## src/rtl/bfc_pkg.sv

```systemverilog
package bfc_pkg;
  localparam int WIDE_W      = 32;
  localparam int NARROW_W    = 16;
  localparam int EXP_W       = 8;
  localparam int WIDE_FRAC   = WIDE_W - 1 - EXP_W;
  localparam int NARROW_FRAC = NARROW_W - 1 - EXP_W;
  localparam int DROP_W      = WIDE_FRAC - NARROW_FRAC;
  localparam int MAG_W       = EXP_W + NARROW_FRAC;

  typedef enum logic [1:0] {
    RM_CHOP = 2'd0,
    RM_NEAR = 2'd1,
    RM_ODD  = 2'd2,
    RM_CHOP2 = 2'd3
  } rmode_e;

  typedef struct packed {
    logic [NARROW_W-1:0] word;
    logic                ovf;
    logic                inexact;
  } nres_t;
endpackage

```

## src/rtl/bfc_split.sv

```systemverilog
module bfc_split
  import bfc_pkg::*;
(
  input  logic [WIDE_W-1:0]      src,
  output logic                   sign,
  output logic [EXP_W-1:0]       expo,
  output logic [NARROW_FRAC-1:0] keep,
  output logic                   half_bit,
  output logic                   sticky,
  output logic                   exp_max,
  output logic                   frac_nz
);
  always_comb begin
    sign     = src[WIDE_W-1];
    expo     = src[WIDE_W-2 -: EXP_W];
    keep     = src[WIDE_FRAC-1 -: NARROW_FRAC];
    half_bit = src[DROP_W-1];
    sticky   = |src[DROP_W-2:0];
    exp_max  = &expo;
    frac_nz  = |src[WIDE_FRAC-1:0];
  end
endmodule

```

## src/rtl/bfc_narrow.sv

```systemverilog
module bfc_narrow
  import bfc_pkg::*;
(
  input  logic                   sign,
  input  logic [EXP_W-1:0]       expo,
  input  logic [NARROW_FRAC-1:0] keep,
  input  logic                   half_bit,
  input  logic                   sticky,
  input  logic                   exp_max,
  input  logic                   frac_nz,
  input  rmode_e                 rmode,
  output nres_t                  res
);
  logic [MAG_W-1:0] mag_in, mag_sum, mag_fin;
  logic             bump, force_odd, lost;

  always_comb begin
    mag_in    = {expo, keep};
    lost      = half_bit | sticky;
    bump      = 1'b0;
    force_odd = 1'b0;
    case (rmode)
      RM_NEAR: bump      = half_bit & (sticky | keep[0]);
      RM_ODD:  force_odd = lost;
      default: ;
    endcase
    mag_sum = mag_in + MAG_W'(bump);
    mag_fin = mag_sum | MAG_W'(force_odd);

    if (exp_max && frac_nz) begin
      res.word    = {sign, {EXP_W{1'b1}}, 1'b1, keep[NARROW_FRAC-2:0]};
      res.ovf     = 1'b0;
      res.inexact = 1'b0;
    end else if (exp_max) begin
      res.word    = {sign, expo, keep};
      res.ovf     = 1'b0;
      res.inexact = 1'b0;
    end else begin
      res.word    = {sign, mag_fin};
      res.ovf     = &mag_fin[MAG_W-1:NARROW_FRAC];
      res.inexact = lost;
    end
  end
endmodule

```

## src/rtl/bfc_widen.sv

```systemverilog
module bfc_widen
  import bfc_pkg::*;
(
  input  logic [NARROW_W-1:0] src,
  output logic [WIDE_W-1:0]   dst
);
  assign dst = {src, {DROP_W{1'b0}}};
endmodule

```

## src/rtl/bf16_round_conv.sv

```systemverilog
module bf16_round_conv
  import bfc_pkg::*;
(
  input  logic              clk,
  input  logic              rst,
  input  logic              in_valid,
  input  logic              in_dir,
  input  logic [1:0]        in_rmode,
  input  logic [WIDE_W-1:0] in_data,
  output logic              out_valid,
  output logic [WIDE_W-1:0] out_data,
  output logic              out_ovf,
  output logic              out_inexact
);
  logic                   s_sign, s_half, s_sticky, s_emax, s_fnz;
  logic [EXP_W-1:0]       s_exp;
  logic [NARROW_FRAC-1:0] s_keep;
  nres_t                  n_res;
  logic [WIDE_W-1:0]      w_res;
  logic [WIDE_W-1:0]      nxt_data;
  logic                   nxt_ovf, nxt_inx;

  bfc_split u_split (
    .src(in_data), .sign(s_sign), .expo(s_exp), .keep(s_keep),
    .half_bit(s_half), .sticky(s_sticky), .exp_max(s_emax), .frac_nz(s_fnz)
  );

  bfc_narrow u_narrow (
    .sign(s_sign), .expo(s_exp), .keep(s_keep), .half_bit(s_half),
    .sticky(s_sticky), .exp_max(s_emax), .frac_nz(s_fnz),
    .rmode(rmode_e'(in_rmode)), .res(n_res)
  );

  bfc_widen u_widen (.src(in_data[NARROW_W-1:0]), .dst(w_res));

  always_comb begin
    if (in_dir) begin
      nxt_data = w_res;
      nxt_ovf  = 1'b0;
      nxt_inx  = 1'b0;
    end else begin
      nxt_data = {{(WIDE_W-NARROW_W){1'b0}}, n_res.word};
      nxt_ovf  = n_res.ovf;
      nxt_inx  = n_res.inexact;
    end
  end

  always_ff @(posedge clk) begin
    if (rst) begin
      out_valid   <= 1'b0;
      out_data    <= '0;
      out_ovf     <= 1'b0;
      out_inexact <= 1'b0;
    end else begin
      out_valid <= in_valid;
      if (in_valid) begin
        out_data    <= nxt_data;
        out_ovf     <= nxt_ovf;
        out_inexact <= nxt_inx;
      end
    end
  end

  assert_valid_rise_R11: assert property (@(posedge clk) disable iff (rst)
    in_valid |=> out_valid);
  assert_valid_fall_R11: assert property (@(posedge clk) disable iff (rst)
    !in_valid |=> !out_valid);
  assert_ovf_is_inf_R5: assert property (@(posedge clk) disable iff (rst)
    (out_valid && out_ovf) |-> (out_data[NARROW_W-2:0] == {{EXP_W{1'b1}}, {NARROW_FRAC{1'b0}}}));
  assert_ovf_inexact_R6: assert property (@(posedge clk) disable iff (rst)
    (out_valid && out_ovf) |-> out_inexact);
  assert_widen_flags_R10: assert property (@(posedge clk) disable iff (rst)
    (in_valid && in_dir) |=> (!out_ovf && !out_inexact && out_data[DROP_W-1:0] == '0));
  assert_nan_quiet_R7: assert property (@(posedge clk) disable iff (rst)
    (in_valid && !in_dir && (&in_data[WIDE_W-2 -: EXP_W]) && (|in_data[WIDE_FRAC-1:0]))
      |=> out_data[NARROW_FRAC-1]);
endmodule

```

## config.mk

```make
export PLATFORM = sky130hd
export DESIGN_NAME = bf16_round_conv
export DESIGN_NICKNAME = d
export VERILOG_FILES = /design/src/rtl/bfc_pkg.sv /design/src/rtl/bfc_split.sv /design/src/rtl/bfc_narrow.sv /design/src/rtl/bfc_widen.sv /design/src/rtl/bf16_round_conv.sv
export SDC_FILE = /design/constraint.sdc
export NUM_CORES = 1
export LEC_CHECK = 0
export CAP_MARGIN = 20
export CORE_ASPECT_RATIO = 0.9
export CORE_MARGIN = 2
export CORE_UTILIZATION = 60
export CTS_BUF_LIST = sky130_fd_sc_hd__clkbuf_4
export DETAILED_ROUTE_END_ITERATION = 7
export DONT_BUFFER_PORTS = 1
export HOLD_SLACK_MARGIN = 0.08
export MAX_ROUTING_LAYER = met4
export PLACE_DENSITY_LB_ADDON = 0.05
export RECOVER_POWER = 50
export SLEW_MARGIN = 25
export SYNTH_ARGS = -nofsm -noshare
export SYNTH_HDL_FRONTEND = slang
export SYNTH_SLANG_ARGS = --single-unit
export TNS_END_PERCENT = 10
```

## constraint.sdc

```tcl
create_clock -name clk -period 3.8 [get_ports clk]
set_clock_uncertainty 0.05 [all_clocks]
set_input_delay 0.76 -clock clk [delete_from_list [all_inputs] [get_ports clk]]
set_output_delay 0.76 -clock clk [all_outputs]
set_load 0.005 [all_outputs]
```

# Word level (Yosys, flattened, before mapping)
# Index checks and enable logic that the tools add are counted.
[word_totals] wordCells=23 register_bits=35 input_bits=38 out_inout_bits=35
[classes] eq_ne=2 bitwise=4 reduce_logical=5 n_mux=7 addsub=1
[op_table] op="17-bit two-way mux" count=2
[op_table] op="32-bit two-way mux" count=1
[op_table] op="23-bit OR reduction" count=1
[op_table] op="8-bit AND reduction" count=2
[op_table] op="15-bit by 1-bit adder with 15-bit output" count=1
[op_table] op="15-bit by 1-bit bitwise OR with 15-bit output" count=1
[op_table] op="15-bit OR reduction" count=1
[op_table] op="1-bit two-way mux" count=4
[op_table] op="2-bit by 1-bit equality test with 1-bit output, second input constant" count=1
[op_table] op="2-bit equality test, second input constant" count=1
[op_table] op="1-bit bitwise OR" count=2
[op_table] op="1-bit AND" count=1
[op_table] op="1-bit logical AND" count=1

# Longest topological paths before layout
# Gate-level depths: netlist (run 1).
[depth] word_depth=10 depth_mapped=11

# Modules after synthesis
# A second synthesis (run 1) with hierarchy kept.
[unflattened] cells_unflattened=295 hier_area_um2=2419.8
[by_module_without_submodules] module="bf16_round_conv" cells_per_inst=154 instances=1 seq_area_each_um2=700.7 area_per_inst_um2=1448.9
[by_module_without_submodules] module="bfc_narrow" cells_per_inst=80 instances=1 seq_area_each_um2=0.0 area_per_inst_um2=526.8
[by_module_without_submodules] module="bfc_widen" cells_per_inst=33 instances=1 seq_area_each_um2=0.0 area_per_inst_um2=244.0
[by_module_without_submodules] module="bfc_split" cells_per_inst=28 instances=1 seq_area_each_um2=0.0 area_per_inst_um2=200.2

# Least setup slack after synthesis (run 1)
# Ideal clock, no wire load.
[synth_path] path_type="in2reg" start="input port in_data[2]" end="register out_data[6]" required_ps=3676 setup_slack_ps=1161 setup_time_ps=74 path_buffers=0 t_arrival_ps=2515 stages=11 path_cell_list="nor4_1 nand4_1 nor2_1 nor3_1 ha_1 ha_1 nand3_2 or2_2 a2111oi_4 o41ai_1 a31oi_1"
[synth_between] elab_chain_len=9 word_cells_on_any_way=11
[synth_lines] element="start: declaration" line_no="bf16_round_conv.sv:9" text="input logic [WIDE_W-1:0] in_data,"
[synth_lines] element="15-bit OR reduction" line_no="bfc_split.sv:18" text="sticky = |src[DROP_W-2:0];"
[synth_lines] element="1-bit bitwise OR" line_no="bfc_narrow.sv:23" text="RM_NEAR: bump = half_bit & (sticky | keep[0]);"
[synth_lines] element="1-bit AND" line_no="bfc_narrow.sv:23"
[synth_lines] element="1-bit two-way mux" line_no="bfc_narrow.sv:22" text="case (rmode)"
[synth_lines] element="15-bit by 1-bit adder with 15-bit output" line_no="bfc_narrow.sv:27" text="mag_sum = mag_in + MAG_W'(bump);"
[synth_lines] element="15-bit by 1-bit bitwise OR with 15-bit output" line_no="bfc_narrow.sv:28" text="mag_fin = mag_sum | MAG_W'(force_odd);"
[synth_lines] element="17-bit two-way mux" line_no="bfc_narrow.sv:34" text="end else if (exp_max) begin"
[synth_lines] element="17-bit two-way mux (*)" line_no="bfc_narrow.sv:30" text="if (exp_max && frac_nz) begin"
[synth_lines] element="32-bit two-way mux (*)" line_no="bf16_round_conv.sv:37" text="if (in_dir) begin"
[synth_lines] element="end signal: assignment" line_no="bf16_round_conv.sv:57" text="out_data <= nxt_data;"
[synth_lines] element="end: declaration" line_no="bf16_round_conv.sv:11" text="output logic [WIDE_W-1:0] out_data,"
# Mark *: on every way between the ends. The rest lies on a longest branch, timed or not.
# A chain may end at the register's enable or synchronous reset.

# Worst setup path in the final report (run 1)
[layout_path] start="input port in_data[3]" end="register out_data[6]"
# The elaborated chain is that of the path after synthesis.

==> results.json, run 1 <==
{
  "wl_met1_mm": 1.74,
  "fin_nets": 239,
  "start_util_pct": 64.9,
  "hold_viol_final": 0,
  "routed-wl-met3_microns": 395,
  "intPower_w": 0.000538,
  "worstHoldStart": "rst",
  "cp_top_family": "simple AND/OR/NAND/NOR gates",
  "cp-start-kind": "input port",
  "power_density_nw_per_um2": 404,
  "period_needed_ns": 2.50,
  "netlist_area_sq_um": 1640,
  "ios": 73,
  "seq_area_frac_synth_pct": 42.7,
  "cts_resized": 0,
  "synth_area_per_cell_sq_um": 8.13,
  "cellLeakagePower_nw": 0.601,
  "top_layer": "met3",
  "power.total_w": 0.000692,
  "syn_inst": 202,
  "crit_path_frequent_cell": "ha_1",
  "die_h_microns": 53.6,
  "grt_pass1_wl_mm": 5.84,
  "post-cts-setup-buffers": 0,
  "die_area_sq_um": 3170,
  "wl_mm": 3.75,
  "synth.most_common_cell": "dfxtp_1",
  "status": "finished clean",
  "synthFlopType": "dfxtp_1",
  "grt.total_usage_pct": 25.5,
  "clock_path_buffers": 2,
  "place_ws_ns": 0.932,
  "cts_htree_levels": 2,
  "cp-end-kind": "flop",
  "rr_worst_depth": 2,
  "worstMarginPinSlew_ns": 1.04,
  "maxSlewViolCount": 0,
  "detail_route.wl_per_cell_microns": 16.4,
  "hold_ws_ns": 0.437,
  "critPathBufInv": 0,
  "die_w_microns": 59.1,
  "min_period_over_period_pct": 65.8,
  "clk_latency_ns": 0.32,
  "p_seq_share_pct": 56.6,
  "synth_top_area_share_pct": 42.7,
  "max_stage_delay_ns": 0.37,
  "io_buffers": 0,
  "final.setup.tns_ns": 0,
  "synth_seq_cells": 35,
  "yosysWarnings": 0,
  "rsz0062_at_grt": "false",
  "clkTransAtPathRegs_ns": 0.11,
  "grt_max_degree": 28,
  "swShare_pct": 22.3,
  "netSwitchingPower_w": 0.000154,
  "synth.net_count": 242,
  "via_count": 1458,
  "antenna_found_initial": 0,
  "worstPathArrival_ns": 2.72,
  "r2r_setup_slack_ns": 3.04,
  "synth_area_leader_cell": "dfxtp_1",
  "cts_sinks": 35,
  "route.met2.wl_mm": 1.61,
  "grt_pass1_vias": 1360,
  "area_growth_pct": 4.42,
  "hold_buffers": 0,
  "vias_per_cell": 6.39,
  "cts_tree": "built",
  "synth_edf_count": 0,
  "crit_path_cell_trace": "nor4_1 -> nand4_1 -> nor2_1 -> nor3_1 -> ha_1 -> ha_1 -> nand3_2 -> or2_2 -> a2111oi_4 -> o41ai_1 -> a31oi_1",
  "max_cap_viol_count": 0,
  "grt_overflow": 0,
  "final.setup.worst_slack_ns": 1.30,
  "layout-drive-gt1-share_pct": 7.00,
  "finalSetupViolCount": 0,
  "numCtsBuffers": 5,
  "reg2reg_to": "out_data[24]",
  "slew-limit-headroom_pct": 30.4,
  "root_buffer": "clkbuf_4",
  "comb_power_share_pct": 7.1,
  "drc": 0,
  "drt_iter0_drc": 63,
  "worstHoldPathCells": 1,
  "worstPathMaxFanout": 8,
  "antenna_left": 0,
  "synth.distinct_cells": 37,
  "clockPowerShare_pct": 36.2,
  "ys_async_sr_fraction_pct": 0,
  "synth_common_cells": "dfxtp_1, nor2_1, nand2_1, a22oi_1, o21ai_0",
  "hp-class": "input port to flop",
  "hold_end": "out_valid",
  "critPathSlowestCell": "or2_2",
  "crit_type": "input port to flop",
  "required_ns": 4.01,
  "gp_congestion": 0.879,
  "first_pass_iters": 4,
  "fmax_mhz": 400,
  "vdd_drop_max_mv": 0.303,
  "r2r-start": "out_data[24]",
  "dp_hpwl_mm": 2.89,
  "core_sq_um": 2530,
  "synthTopCellsByArea": "dfxtp_1, a22oi_1, nor2_1",
  "diodes": 0,
  "rows": 17
}
[cells by family after synthesis]
family	count (synthesis)	share of synthesized area [%]
compound gates	46	19.7
xor+xnor	10	5.34
buf+inv	16	3.96
fa+ha+maj	2	1.52
flops	35	42.7
simple gates	91	25.5
mux	2	1.30
[placed cells by master (no fill, tap or decap)]
cell	instances
a2111oi_4	1
a211oi_1	1
a21oi_1	6
a22oi_1	18
a311oi_1	1
a31oi_1	1
a32oi_1	1
and2_1	1
buf_4	1
bufinv_16	1
clkbuf_1	1
clkbuf_4	5
clkinv_1	2
clkinv_2	1
dfxtp_1	35
ha_1	2
inv_1	3
mux2_2	1
mux2i_1	1
nand2_1	25
nand2_2	1
nand2b_1	1
nand3_1	6
nand3_2	1
nand4_1	6
nor2_1	32
nor2b_1	1
nor3_1	6
nor3b_1	2
nor4_1	6
o211ai_1	2
o21ai_0	12
o31ai_1	1
o32ai_1	1
o41ai_1	1
or2_2	2
or3_1	1
xnor2_1	5
xor2_1	5
[registers in the layout, summed over array words and instances (netlist names)]
| name | cells |
|---|---|
| out_valid | 1 |
| out_ovf | 1 |
| out_data | 32 |
| out_inexact | 1 |
[power by group through the flow]
stage / sequential [W] / clock (W) / combinational [W]
after global routing: 0.000394 / 0.000279 / 0.0000562
after floorplan: 0.000398 / 0 / 0.0000466
after CTS: 0.000392 / 0.000257 / 0.0000499
after detailed placement: 0.000400 / 0 / 0.0000497
final: 0.000392 / 0.000251 / 0.0000495
after global placement: 0.000400 / 0 / 0.0000474
[final cells by class]
class / instances / area [sq um]
clock buffers: 5 / 37.5
repair buffers: 2 / 11.3
well taps: 28 / 35.0
inverters: 4 / 15.0
multi-input cells: 151 / 876
flip-flops and latches: 35 / 701
clock inverters: 3 / 38.8
fillers: 227 / 817
[worst max path at each step]
| stage | startpoint | to | slack, ns | cells after the start |
|---|---|---|---|---|
| 6_report | in_data[3] | out_data[6] | 1.30 | 11 |
| 2_1_floorplan | in_data[2] | out_data[6] | 1.16 | 11 |
| 4_1_cts | in_data[3] | out_data[6] | 1.29 | 11 |
| 3_5_place_dp | in_data[3] | out_data[6] | 0.93 | 11 |
| 3_3_place_gp | in_data[3] | out_data[6] | 1.04 | 11 |
| 5_1_grt | in_data[3] | out_data[6] | 1.19 | 11 |
[per-layer routing]
metal	vias up	global-route usage (%)
li1	712	-
met1	676	32.9
met2	70	37.2
met3	0	10.8
met4	0	6.06
met5	-	-
[metrics by stage]
step	utilization, %	instances	instance area [sq um]
after global placement	64.9	220	1640
after floorplan	-	202	1640
after global routing	67.7	228	1710
after CTS	67.9	228	1720
after detailed placement	64.9	220	1640
final	67.7	228	1710
No activity file was read; power rests on OpenSTA's default activity.
==> run 2, diff against run 1 <==
==> constraint.sdc (replaced) <==
create_clock -name clk -period 2.6 [get_ports clk]
set_clock_uncertainty 0.05 [all_clocks]
set_input_delay 0.52 -clock clk [delete_from_list [all_inputs] [get_ports clk]]
set_output_delay 0.52 -clock clk [all_outputs]
set_load 0.005 [all_outputs]
==> run 2 against run 1 <==
  * Design area shrank 0.66%
  * Register-to-register slack lost 1.2 ns
  * Hold slack lost 0.23 ns
  * Sequential power grew 46%
  * Clock power grew 14%
  * Wire length shrank 1.2%
  * Utilization shrank 0.44 points
  * Critical endpoint unchanged
==> results.json, run 2 (synthesis results as in run 1) <==
{
  "final_area_sq_um": 1700,
  "required_ns": 2.80,
  "cp-start-kind": "input port",
  "grt_overflow": 0,
  "die_h_microns": 53.6,
  "io_buffers": 0,
  "worstMarginPinSlew_ns": 1.03,
  "hold_viol_final": 0,
  "cts_tree": "built",
  "power_density_nw_per_um2": 547,
  "layout_common_cells": "dfxtp_1, nor2_1, nand2_1, a22oi_1, o21ai_0",
  "core_sq_um": 2530,
  "slew-limit-headroom_pct": 31.4,
  "numCtsBuffers": 5,
  "clkTransAtPathRegs_ns": 0.10,
  "regMostFlops": "out_data",
  "die_area_sq_um": 3170,
  "die_w_microns": 59.1,
  "max_cap_viol_count": 0,
  "p_seq_share_pct": 61.5,
  "cts_resized": 0,
  "worstPathMaxFanout": 8,
  "netSwitchingPower_w": 0.000217,
  "cts_htree_levels": 2,
  "grt_max_degree": 28,
  "clockPowerShare_pct": 30.6,
  "dp_hpwl_mm": 2.84,
  "fmax_mhz": 442,
  "comb_power_share_pct": 7.9,
  "vdd_drop_max_mv": 0.396,
  "min_period_over_period_pct": 87.1,
  "cts_sinks": 35,
  "antenna_left": 0,
  "crit_type": "input port to flop",
  "clock_path_buffers": 2,
  "worstPathArrival_ns": 2.47,
  "status": "finished clean",
  "first_pass_iters": 4,
  "maxSlewViolCount": 0,
  "vias_per_cell": 6.38,
  "mostFrequentLayoutCell": "dfxtp_1",
  "drt_iter0_drc": 61,
  "diodes": 0,
  "final_cells": 229,
  "area_growth_pct": 3.73,
  "antenna_found_initial": 0,
  "cellLeakagePower_nw": 0.599,
  "period_needed_ns": 2.26,
  "hold_ws_ns": 0.207,
  "drc": 0,
  "fin_nets": 240,
  "via_count": 1462,
  "grt_pass1_vias": 1383,
  "gp_congestion": 0.884,
  "intPower_w": 0.000715,
  "rsz0062_at_grt": "false",
  "hp-class": "input port to flop",
  "placed_cell_area_sq_um": 1650,
  "hold_buffers": 0,
  "root_buffer": "clkbuf_4",
  "nFillCells": 238,
  "finalSetupViolCount": 0,
  "post-cts-setup-buffers": 0,
  "start_util_pct": 64.9,
  "clk_latency_ns": 0.32,
  "largest_reg_flops": 32,
  "grt_pass1_wl_mm": 5.94,
  "detail_route.wl_per_cell_microns": 16.2,
  "wl_mm": 3.70,
  "grt.total_usage_pct": 25.7,
  "rows": 17,
  "layout-drive-gt1-share_pct": 7.96,
  "cp-end-kind": "flop",
  "ios": 73,
  "place_inst": 221,
  "swShare_pct": 23.2
}
-- run 2: final timing paths --
kind / startpoint / endpoint / slack, ns / cells after the start
max reg2reg: out_data[6] / out_data[6] / 1.85 / 2
max: in_data[3] / out_data[6] / 0.34 / 11
min reg2reg: out_data[9] / out_data[9] / 0.43 / 2
min: rst / out_data[7] / 0.21 / 1
-- run 2: per-layer routing --
metal | global-route usage [%] | wire length, microns
met4 | 6.82 | 0
met2 | 37.0 | 1630
met5 | - | 0
met3 | 10.3 | 418
met1 | 33.6 | 1650
-- run 2: final cells by class --
type	instances	area (sq um)	share of cell area, %
multi-input cells	151	876	51.4
flip-flops and latches	35	701	41.1
clock buffers	7	52.6	3.09
well taps	28	35.0	2.06
repair buffers	3	18.8	1.10
inverters	4	15.0	0.882
clock inverters	1	5.00	0.294
-- run 2: worst max-delay path, cell delays in order --
cell	delay, ns
nor4_1	0.05
nand4_1	0.11
nor2_1	0.05
nor3_1	0.16
ha_1	0.21
ha_1	0.19
nand3_2	0.17
or2_2	0.37
a2111oi_4	0.34
o41ai_1	0.12
a31oi_1	0.18
-- run 2: through the flow --
stage	setup slack [ns]	setup TNS (ns)	utilization, %	power [W]
floorplan	0.201	0	-	0.000649
global placement	0.0790	0	65.2	0.000655
detailed placement	-0.0107	-0.0107	65.2	0.000659
CTS	0.343	0	67.4	0.000943
global route	0.151	0	67.3	0.000981
finish	0.336	0	67.3	0.000932
-- run 2: power groups by stage --
| stage | combinational, W | clock (W) | sequential (W) |
|---|---|---|---|
| floorplan | 0.0000681 | 0 | 0.000581 |
| global placement | 0.0000706 | 0 | 0.000585 |
| detailed placement | 0.0000734 | 0 | 0.000585 |
| CTS | 0.0000738 | 0.000297 | 0.000573 |
| global route | 0.0000838 | 0.000321 | 0.000576 |
| finish | 0.0000732 | 0.000286 | 0.000573 |
==> run 3, diff against run 2 <==
--- a/config.mk
+++ b/config.mk
@@ -5,13 +5,13 @@
 export SDC_FILE = /design/constraint.sdc
 export NUM_CORES = 1
 export LEC_CHECK = 0
+export ABC_AREA = 1
 export CAP_MARGIN = 20
 export CORE_ASPECT_RATIO = 0.9
 export CORE_MARGIN = 2
-export CORE_UTILIZATION = 60
+export CORE_UTILIZATION = 45
 export CTS_BUF_LIST = sky130_fd_sc_hd__clkbuf_4
 export DETAILED_ROUTE_END_ITERATION = 7
-export DONT_BUFFER_PORTS = 1
 export HOLD_SLACK_MARGIN = 0.08
 export MAX_ROUTING_LAYER = met4
 export PLACE_DENSITY_LB_ADDON = 0.05
==> run 3 against run 2 <==
  * Wire length up 40%
  * Area after synthesis up 13%
  * Sequential share of layout area down 16 points
  * Critical path type unchanged
  * Largest power group unchanged
==> results.json, run 3 <==
{
  "mostFrequentLayoutCell": "nand2_1",
  "dp_hpwl_mm": 3.70,
  "p_seq_share_pct": 52.3,
  "yosysWarnings": 0,
  "synth_area_per_cell_sq_um": 6.55,
  "status": "finished clean",
  "synth.net_count": 322,
  "rows": 22,
  "synth_edf_count": 0,
  "power_density_nw_per_um2": 391,
  "first_pass_iters": 5,
  "max_cap_viol_count": 0,
  "grt_pass1_vias": 1817,
  "clock_path_buffers": 2,
  "cts_sinks": 35,
  "cellLeakagePower_nw": 1.15,
  "maxSlewViolCount": 0,
  "syn_inst": 282,
  "vdd_drop_max_mv": 0.356,
  "cp-start-kind": "input port",
  "io_buffers": 72,
  "intPower_w": 0.000788,
  "synth_common_cells": "nand2_1, dfxtp_1, a21oi_1, nand3_1, nor2_1",
  "clk_latency_ns": 0.32,
  "ys_async_sr_fraction_pct": 0,
  "drc": 0,
  "netSwitchingPower_w": 0.000295,
  "grt_overflow": 0,
  "min_period_over_period_pct": 90.7,
  "cts_htree_levels": 2,
  "worstPathArrival_ns": 2.58,
  "required_ns": 2.82,
  "post-cts-setup-buffers": 0,
  "area_growth_pct": 50.1,
  "grt_max_degree": 36,
  "comb_power_share_pct": 21.3,
  "worstPathMaxFanout": 3,
  "die_w_microns": 71.5,
  "top_layer": "met4",
  "synth.most_common_cell": "nand2_1",
  "grt.total_usage_pct": 22.3,
  "period_needed_ns": 2.36,
  "diodes": 0,
  "detail_route.wl_per_cell_microns": 12.7,
  "r2r_setup_slack_ns": 1.88,
  "finalSetupViolCount": 0,
  "layout-drive-gt1-share_pct": 11.1,
  "seq_area_frac_synth_pct": 37.9,
  "hold_buffers": 0,
  "die_h_microns": 64.8,
  "drt_iter0_drc": 98,
  "reg2reg_to": "out_data[9]",
  "routed-wl-met3_microns": 264,
  "start_util_pct": 46.0,
  "layout_common_cells": "nand2_1, clkdlybuf4s50_1, dfxtp_1, a21oi_1, nand3_1",
  "vias_per_cell": 5.05,
  "cp-end-kind": "flop",
  "ios": 73,
  "gp_congestion": 0.932,
  "fmax_mhz": 424,
  "synth_top_area_share_pct": 37.9,
  "final_area_sq_um": 2770,
  "die_area_sq_um": 4630,
  "worstHoldStart": "out_data[1]",
  "r2r-start": "out_data[9]",
  "worstMarginPinSlew_ns": 0.670,
  "grt_pass1_wl_mm": 8.08,
  "rsz0062_at_grt": "false",
  "synth_area_leader_cell": "dfxtp_1",
  "numCtsBuffers": 5,
  "fin_nets": 398,
  "hold_ws_ns": 0.415,
  "swShare_pct": 27.2,
  "rr_worst_depth": 2,
  "cts_tree": "built",
  "antenna_found_initial": 0,
  "core_sq_um": 4020,
  "via_count": 2056,
  "route.met2.wl_mm": 2.51,
  "cts_resized": 0,
  "hold_viol_final": 0,
  "clockPowerShare_pct": 26.4,
  "synth_seq_cells": 35,
  "crit_type": "input port to flop",
  "slew-limit-headroom_pct": 55.3,
  "netlist_area_sq_um": 1850,
  "root_buffer": "clkbuf_4",
  "wl_mm": 5.18,
  "clkTransAtPathRegs_ns": 0.10,
  "hold_end": "out_data[1]",
  "synthTopCellsByArea": "dfxtp_1, nand2_1, a21oi_1",
  "worstHoldPathCells": 2,
  "wl_met1_mm": 2.38,
  "regMostFlops": "out_data",
  "synthFlopType": "dfxtp_1",
  "placed_cell_area_sq_um": 2640,
  "largest_reg_flops": 32,
  "antenna_left": 0,
  "hp-class": "flop to flop",
  "synth.distinct_cells": 27
}
## run 3: cell types whose count changed after synthesis, sizes merged, moves of 6 or more
cell,before,now
buf,2,8
a22oi,18,0
a21oi,6,36
nand2,26,91
nand3,7,27
inv,3,21
## run 3: critical path, cell delays in order
cell	delay [ns]
clkdlybuf4s50_1	0.43
nor2_1	0.12
nand2_1	0.07
nor2_1	0.17
nand3_1	0.10
nand2_1	0.08
inv_2	0.05
ha_4	0.17
ha_4	0.17
nand3_4	0.09
nor2_2	0.06
nand3_1	0.10
nand2_1	0.06
nand2_1	0.06
nand2_1	0.05
nor2_1	0.10
nand2_1	0.07
a21oi_2	0.10
## run 3: power by group through the flow
stage          Combinational, W  Clock (W)  Sequential, W
6_report               0.000231   0.000286       0.000566
5_1_grt                0.000253   0.000316       0.000569
4_1_cts                0.000228   0.000298       0.000567
3_5_place_dp           0.000226          0       0.000579
3_3_place_gp           0.000224          0       0.000578
2_1_floorplan         0.0000886          0       0.000581
## run 3: final cells by class
type | count | area, sq um
tap | 48 | 60.1
clock inverter | 2 | 7.51
clock buffer | 6 | 45.0
sequential | 35 | 701
inverter | 21 | 78.8
fill | 364 | 1250
multi-input combinational | 213 | 1080
timing repair buffer | 82 | 803
## run 3: logic make-up (layout without fill, tap and decap cells)
group                    after synthesis  count (layout)  synth area share [%]
AND/OR/NAND/NOR                      159             159                  37.6
AO/OA/AOI/OAI                         49              49                  14.2
flip-flops                            35              35                  37.9
buffers and inverters                 34             111                  7.52
XOR/XNOR                               3               3                  1.42
adder cells (fa/ha/maj)                2               2                  1.35
## run 3: routing by layer
layer / global-route usage [%] / up-vias
met4: 4.25 / 0
li1: - / 1071
met5: - / -
met2: 37.3 / 56
met3: 4.51 / 5
met1: 28.2 / 924
## run 3: through the flow
stage	utilization [%]	TNS (ns)	worst slack [ns]	cells	total power, W
floorplan	-	0	0.406	282	0.000669
detailed placement	65.8	-1.23	-0.258	399	0.000805
global route	69.0	0	0.0385	407	0.00114
finish	69.0	0	0.242	407	0.00108
global placement	65.8	-0.890	-0.191	399	0.000803
CTS	67.1	0	0.0811	407	0.00109
## run 3: worst max path at each step
stage / start / to / slack, ns / depth (start not counted)
2_1_floorplan: in_data[10] / out_ovf / 0.41 / 16
3_5_place_dp: in_data[8] / out_ovf / -0.26 / 17
3_3_place_gp: in_data[3] / out_ovf / -0.19 / 17
4_1_cts: in_data[3] / out_ovf / 0.08 / 17
6_report: in_data[3] / out_ovf / 0.24 / 18
5_1_grt: in_data[1] / out_ovf / 0.04 / 18
